File: src/rtl/acc_hs_pkg.sv
package acc_hs_pkg;

    localparam int BUS_ADDR_W = 2;
    localparam int STATUS_W   = 4;

    typedef enum logic [BUS_ADDR_W-1:0] {
        SEL_OPERAND = 2'd0,
        SEL_RESULT  = 2'd1,
        SEL_STATUS  = 2'd2,
        SEL_SPARE   = 2'd3
    } reg_sel_e;

    // packed MSB first: pending(3) overrun(2) busy(1) ready(0)
    typedef struct packed {
        logic pending;
        logic overrun;
        logic busy;
        logic ready;
    } status_t;

    typedef enum logic {
        ENG_IDLE = 1'b0,
        ENG_RUN  = 1'b1
    } eng_state_e;

endpackage

File: src/rtl/acc_cmd_latch.sv
module acc_cmd_latch #(
    parameter int DATA_W = 16
) (
    input  logic              clk,
    input  logic              rst,
    input  logic              wr_hit,
    input  logic              engaged,
    input  logic              pend_clr,
    input  logic [DATA_W-1:0] wdata,
    output logic [DATA_W-1:0] operand,
    output logic              pending,
    output logic              overrun
);
    always_ff @(posedge clk) begin
        if (rst) begin
            operand <= '0;
            pending <= 1'b0;
            overrun <= 1'b0;
        end else begin
            if (pend_clr) begin
                pending <= 1'b0;
            end
            if (wr_hit) begin
                if (engaged) begin
                    overrun <= 1'b1;
                end else begin
                    operand <= wdata;
                    pending <= 1'b1;
                end
            end
        end
    end
endmodule

File: src/rtl/acc_start_gen.sv
module acc_start_gen (
    input  logic clk,
    input  logic rst,
    input  logic pend_i,
    output logic start_o,
    output logic pend_clr_o
);
    // The pulse register and the flag clear share the same edge
    always_ff @(posedge clk) begin
        if (rst) begin
            start_o <= 1'b0;
        end else begin
            start_o <= pend_i & ~start_o;
        end
    end

    assign pend_clr_o = pend_i;
endmodule

File: src/rtl/acc_engine.sv
module acc_engine #(
    parameter int DATA_W  = 16,
    parameter int LATENCY = 4,
    parameter int MUL_K   = 3,
    parameter int ADD_K   = 1
) (
    input  logic              clk,
    input  logic              rst,
    input  logic              start_i,
    input  logic [DATA_W-1:0] operand_i,
    output logic [DATA_W-1:0] result_o,
    output logic              running_o,
    output logic              done_o
);
    import acc_hs_pkg::*;

    localparam int CNT_W = (LATENCY > 2) ? $clog2(LATENCY) : 1;
    localparam logic [CNT_W-1:0]  LAST  = CNT_W'(LATENCY - 1);
    localparam logic [DATA_W-1:0] K_MUL = DATA_W'(MUL_K);
    localparam logic [DATA_W-1:0] K_ADD = DATA_W'(ADD_K);

    eng_state_e       state;
    logic [CNT_W-1:0] cnt;
    logic [DATA_W-1:0] calc;

    always_comb begin
        calc = operand_i * K_MUL;
        calc = calc + K_ADD;
    end

    always_ff @(posedge clk) begin
        if (rst) begin
            state    <= ENG_IDLE;
            cnt      <= '0;
            result_o <= '0;
        end else begin
            unique case (state)
                ENG_IDLE: begin
                    if (start_i) begin
                        state    <= ENG_RUN;
                        cnt      <= CNT_W'(1);
                        result_o <= calc;
                    end
                end
                ENG_RUN: begin
                    if (cnt == LAST) begin
                        state <= ENG_IDLE;
                        cnt   <= '0;
                    end else begin
                        cnt <= cnt + CNT_W'(1);
                    end
                end
                default: state <= ENG_IDLE;
            endcase
        end
    end

    assign running_o = (state == ENG_RUN);
    assign done_o    = running_o && (cnt == LAST);
endmodule

File: src/rtl/acc_result_flag.sv
module acc_result_flag (
    input  logic clk,
    input  logic rst,
    input  logic done_i,
    input  logic ack_i,
    output logic ready_o
);
    always_ff @(posedge clk) begin
        if (rst) begin
            ready_o <= 1'b0;
        end else if (done_i) begin
            ready_o <= 1'b1;
        end else if (ack_i) begin
            ready_o <= 1'b0;
        end
    end
endmodule

File: src/rtl/acc_hs_top.sv
module acc_hs_top #(
    parameter int DATA_W  = 16,
    parameter int LATENCY = 4,
    parameter int MUL_K   = 3,
    parameter int ADD_K   = 1
) (
    input  logic                             clk,
    input  logic                             rst,
    input  logic [acc_hs_pkg::BUS_ADDR_W-1:0] bus_addr,
    input  logic                             bus_wr,
    input  logic                             bus_rd,
    input  logic [DATA_W-1:0]                bus_wdata,
    output logic [DATA_W-1:0]                bus_rdata,
    output logic                             start_o
);
    import acc_hs_pkg::*;

    logic [DATA_W-1:0] operand;
    logic [DATA_W-1:0] result;
    logic pending, overrun, pend_clr;
    logic running, done, ready;
    logic busy, engaged, wr_hit, ack;
    status_t status;

    assign wr_hit  = bus_wr && (bus_addr == SEL_OPERAND);
    assign ack     = bus_rd && (bus_addr == SEL_RESULT);
    assign busy    = pending | start_o | running;
    assign engaged = busy | ready;

    acc_cmd_latch #(.DATA_W(DATA_W)) u_latch (
        .clk(clk), .rst(rst), .wr_hit(wr_hit), .engaged(engaged),
        .pend_clr(pend_clr), .wdata(bus_wdata),
        .operand(operand), .pending(pending), .overrun(overrun)
    );

    acc_start_gen u_start (
        .clk(clk), .rst(rst), .pend_i(pending),
        .start_o(start_o), .pend_clr_o(pend_clr)
    );

    acc_engine #(
        .DATA_W(DATA_W), .LATENCY(LATENCY), .MUL_K(MUL_K), .ADD_K(ADD_K)
    ) u_engine (
        .clk(clk), .rst(rst), .start_i(start_o), .operand_i(operand),
        .result_o(result), .running_o(running), .done_o(done)
    );

    acc_result_flag u_ready (
        .clk(clk), .rst(rst), .done_i(done), .ack_i(ack), .ready_o(ready)
    );

    always_comb begin
        status.pending = pending;
        status.overrun = overrun;
        status.busy    = busy;
        status.ready   = ready;
    end

    always_comb begin
        unique case (bus_addr)
            SEL_OPERAND: bus_rdata = operand;
            SEL_RESULT:  bus_rdata = result;
            SEL_STATUS:  bus_rdata = {{(DATA_W-STATUS_W){1'b0}}, status};
            default:     bus_rdata = '0;
        endcase
    end
endmodule

File: config.mk
export PLATFORM = sky130hd
export DESIGN_NAME = acc_hs_top
export DESIGN_NICKNAME = d
export VERILOG_FILES = /design/src/rtl/acc_hs_pkg.sv /design/src/rtl/acc_cmd_latch.sv /design/src/rtl/acc_start_gen.sv /design/src/rtl/acc_engine.sv /design/src/rtl/acc_result_flag.sv /design/src/rtl/acc_hs_top.sv
export SDC_FILE = /design/constraint.sdc
export NUM_CORES = 1
export LEC_CHECK = 0
export ABC_AREA = 1
export BUFFER_PORTS_ARGS = -buffer_cell sky130_fd_sc_hd__buf_2
export CORE_ASPECT_RATIO = 1.25
export CORE_MARGIN = 4
export CORE_UTILIZATION = 61
export CTS_CLUSTER_SIZE = 16
export DETAILED_ROUTE_END_ITERATION = 8
export GPL_TIMING_DRIVEN = 0
export PLACE_DENSITY = 0.95
export SETUP_SLACK_MARGIN = 0.1
export SLEW_MARGIN = 20
export SYNTH_ARGS = -nofsm -noshare
export SYNTH_HDL_FRONTEND = slang
export SYNTH_SLANG_ARGS = --single-unit
File: constraint.sdc
create_clock -name clk -period 4.55 [get_ports clk]
set_input_delay 0.6825 -clock clk [delete_from_list [all_inputs] [get_ports clk]]
set_output_delay 0.6825 -clock clk [all_outputs]
set_load 0.02 [all_outputs]
---- Yosys cells after proc, flatten, opt, wreduce, memory -nomap -nowiden ----
Index checks and enable logic that the tools add are counted.
storage, ports and cells
  register bits ........................... 39
  input port bits ......................... 22
  word-level logic and storage cells ...... 42
operators by class
  add/sub/neg operators ................... 2
  multipliers ............................. 1
  equal/unequal tests ..................... 4
  muxes and demuxes ....................... 10
  bitwise gates (word level) .............. 8
  reduce and logical (&&, ||, !) cells .... 9
operators with widths
  kind                                                  count
  one-hot mux 16 bit (3 select lines)                   1
  adder 16 x 1 -> 16 bit (second input constant)        1
  multiplier 16 x 2 -> 16 bit (second input constant)   1
  AND reduction 2 bit                                   3
  two-way mux 1 bit                                     5
  equality test 2 bit (second input constant)           2
  two-way mux 2 bit                                     2
  NOT 1 bit                                             4
  one-hot mux 2 bit (2 select lines)                    1
  logical AND 1 bit                                     3
  bitwise OR 1 bit                                      3
  adder 2 x 1 -> 2 bit (second input constant)          1
  equality test 2 x 1 -> 1 bit (second input constant)  1
  logical NOT 2 bit                                     1
  inequality test 2 bit (second input constant)         1
  one-hot mux 1 bit (2 select lines)                    1
  nonzero test 2 bit                                    1
  OR reduction 2 bit                                    1
  bitwise AND 1 bit                                     1

---- Logic depth before layout (Yosys ltp) ----
  word-level depth ........................ 5
  mapped depth ............................ 12

---- By module ----
From an unflattened synthesis, not the netlist that was laid out.
unflattened totals
  cells, all modules ...................... 471
  area, all modules ....................... 2800.2 um2
modules (own cells, without submodules)
  module           times used  cells an instance  area each (um2)  sequential area each (um2)
  acc_engine       1           283                1667.8           380.4
  acc_cmd_latch    1           113                765.7            360.3
  acc_hs_top       1           65                 285.3            0.0
  acc_start_gen    1           5                  41.3             20.0
  acc_result_flag  1           5                  40.0             20.0

---- Worst setup path after synthesis ----
Ideal clock, no wire load.
  kind .................................... input-to-output
  start ................................... in bus_addr[1] (netlist bit)
  end ..................................... out bus_rdata[10]
  data arrival time ....................... 1.477 ns
  data required time ...................... 3.868 ns
  path slack .............................. 2.390 ns
  stages on the path ...................... 4
  path buffers ............................ 1
  cells stage by stage .................... nor2_2 > clkbuf_1 > nand2_1 > o21ai_0
between the ends
  cells in the longest elaborated chain, start to end .. 2
  elaborated cells on any way between the ends .. 4
RTL lines
  what                                         RTL line          source
  start, declared                              acc_hs_top.sv:9   input logic [acc_hs_pkg::BUS_ADDR_W-1:0] bus_addr,
  equality test 2 bit (tied with other cells)  acc_hs_top.sv:60  unique case (bus_addr)
  one-hot mux 16 bit (3 select lines) *        acc_hs_top.sv:60
  end, declared                                acc_hs_top.sv:13  output logic [DATA_W-1:0] bus_rdata,
Mark *: on every way between the ends. The rest lies on a longest branch, timed or not.

---- Worst setup path after layout ----
  start ................................... in bus_addr[1] (netlist bit)
  end ..................................... out bus_rdata[12]
Same word-level chain as after synthesis.

==> impl_metrics.json <==
{
  "outcome": "finished clean",
  "clk_root_buffer_cell": "clkbuf_8",
  "final_cell_mix": "nand2_1 (116), inv_1 (72), nor2_1 (54)",
  "synth_cell_types": 26,
  "async_reset_ff_frac": 0,
  "grt_pass1_wl_mm": 11.2,
  "synth_edf_count": 0,
  "pre_cts_ws_ps": 1870,
  "via_count": 2673,
  "grt_antenna_before_repair": 0,
  "syn_avg_cell_area_sq_um": 6.21,
  "cp_cell_sequence": "buf_2, nor2_2, clkbuf_1, nand2_1, o21ai_0, buf_2",
  "drt-vias-per-instance": 5.22,
  "dr.pass1.iters": 6,
  "cp_max_fo": 10,
  "cap_violations": 0,
  "final_cells": 512,
  "syn_to_final_growth_pct": 14.8,
  "min_period_ps": 2730,
  "io_pins": 39,
  "die-area_sq_um": 5280,
  "place_congestion": 0.892,
  "gr-total-overflow": 0,
  "p_leak_nw": 1.58,
  "seqPwrFrac": 0.468,
  "internal_power_w": 0.000572,
  "ys.warnings.count": 0,
  "syn-num-nets": 449,
  "p_clk_frac": 0.390,
  "multi_input_comb_area_sq_um": 1440,
  "fin_nets": 494,
  "max_stage_delay_ps": 450,
  "r2r_slack_ps": 2830,
  "fmax_mhz": 366,
  "finalWorstSetupSlack_ps": 1820,
  "cts_tree": "yes",
  "portBuffers": 38,
  "rsz0062_at_grt": "no",
  "finalSetupViolCount": 0,
  "power.density_nw_per_um2": 267,
  "grtUsageTotal": 0.270,
  "fin_area_sq_um": 2920,
  "cp.arrival_ps": 2050,
  "cp_common_cell": "buf_2",
  "syn_area_sq_um": 2540,
  "hold_viol_final": 0,
  "core_area_sq_um": 4070,
  "placed_area_sq_um": 2810,
  "grt_pass1_vias": 2604,
  "cts_made_buffers": 5,
  "fp.dieH_um": 80.2,
  "path_clk_slew_ps": 80,
  "clock_skew_ps": 5.05,
  "utilization": 0.719,
  "rows": 26,
  "initial_core_util": 0.626,
  "sw_frac_of_total": 0.268,
  "cp_slowest_cell": "clkbuf_1",
  "nFillCells": 343,
  "clockBufferDepth": 2,
  "worst-setup-path-type": "input pin to output port",
  "pwr-share-comb": 0.142,
  "routedWlPerCell_um": 12.4,
  "final.period_utilization": 0.600,
  "regArea_sq_um": 781,
  "crit_buf_inv": 3,
  "crit_required_ps": 3870,
  "cts_resized": 0,
  "synth_area_leaders": "dfxtp_1 (31%), nand2_1 (17%), inv_1 (11%)",
  "synth_top_area_frac": 0.307,
  "seq_area_frac_synth": 0.307,
  "clkLatencyLatePin_ps": 290,
  "dr.first_iter.drc_count": 243,
  "postCtsSetupBuffers": 0,
  "mostFrequentLayoutCell": "nand2_1",
  "synth-seq-cells": 39,
  "diodes": 0,
  "switching_power_w": 0.000210,
  "synth_flop_cell": "dfxtp_1",
  "die_w_um": 65.8,
  "final.setup.tns_ps": 0,
  "slew_headroom": 0.645,
  "max_slew.worst_pin.slew_ps": 533,
  "ir_worst_vdd_uv": 201,
  "endpoint_kind": "output port",
  "ctsHoldBuffers": 0,
  "dp_hpwl_mm": 4.70,
  "grt_max_degree": 13,
  "synth_cells": 410,
  "drive_above_1_share": 0.116,
  "maxSlewViolCount": 0,
  "final_antenna_net_count": 0,
  "hp-class": "flop to flop",
  "yosys.area.top_type": "dfxtp_1",
  "critical-path-top-delay-family": "buffers and inverters",
  "wirelength_mm": 6.36,
  "clkSinkCount": 39,
  "h-tree-depth": 2,
  "worstSetupStartpointType": "input pin",
  "drc": 0,
  "placed_cells": 504
}
-- final timing paths --
path / from / to / depth (start not counted)
worst min-delay path: u_latch.pending / u_start.start_o / 2
worst max register to register: u_latch.operand[2] / u_engine.result_o[12] / 8
worst max-delay path: bus_addr[1] / bus_rdata[12] / 6
worst min register to register: u_latch.pending / u_start.start_o / 2
-- tightest hold or removal path: cells and delay by family, from the launching register on --
family                 cells  cell delay, ps
DFF                        1             310
buffers and inverters      1              60
and+or+nand+nor            1              40
-- cells by family after synthesis --
group	share of synthesized area
and+or+nand+nor	0.323
buffers and inverters	0.129
AOI/OAI and AO/OA	0.138
DFF	0.307
adders and majority gates	0.0865
xor gates and xnor gates	0.0172
-- power groups by stage --
stage                     clock, W  combinational, W  sequential [W]
final                     0.000305          0.000111        0.000366
after global routing      0.000322          0.000126        0.000367
after CTS                 0.000305          0.000110        0.000365
after detailed placement         0          0.000109        0.000373
after global placement           0          0.000105        0.000372
after floorplan                  0         0.0000766        0.000369
-- metrics by stage --
| step | hold WS, ps | total power (W) |
|---|---|---|
| after detailed placement | 446 | 0.000482 |
| after global placement | 447 | 0.000478 |
| after CTS | 458 | 0.000780 |
| after floorplan | 429 | 0.000446 |
| after global routing | 480 | 0.000815 |
| final | 457 | 0.000781 |
-- synth_stat cells, types with 2 or more instances --
library cell,n
clkbuf_1,6
o21ai_0,31
o211ai_1,4
nand4_1,4
ha_1,16
a21oi_1,23
o21ai_1,2
nand3_1,20
clkinv_1,2
nor2_1,54
xor2_1,4
inv_1,72
nand2_1,116
nor3_1,2
a22o_1,3
nor2_2,2
buf_6,2
dfxtp_1,39
-- registers in the layout, summed over array words and instances (netlist names) --
register	count
u_engine.result_o	16
u_ready.ready_o	1
u_engine.cnt	2
u_latch.overrun	1
u_start.start_o	1
u_latch.pending	1
u_engine.running_o	1
u_latch.operand	16
-- layer usage --
metal  track usage  routed length, um  share of wire  up-vias
li1              -                  -              -     1362
met1         0.320               2690           0.42     1178
met2         0.450               3060           0.48      109
met3        0.0559                436          0.069       24
met4         0.141                174          0.027        0
met5             0                  0              0        -
-- layout make-up --
cell class | instances | share of cell area
Clock buffer | 6 | 0.0283
Sequential cell | 39 | 0.267
Buffer | 8 | 0.0154
Inverter | 75 | 0.0972
Timing Repair Buffer | 38 | 0.0651
Multi-Input combinational cell | 288 | 0.491
Clock inverter | 2 | 0.0120
Tap cell | 56 | 0.0240
(Power assumes the default switching activity.)
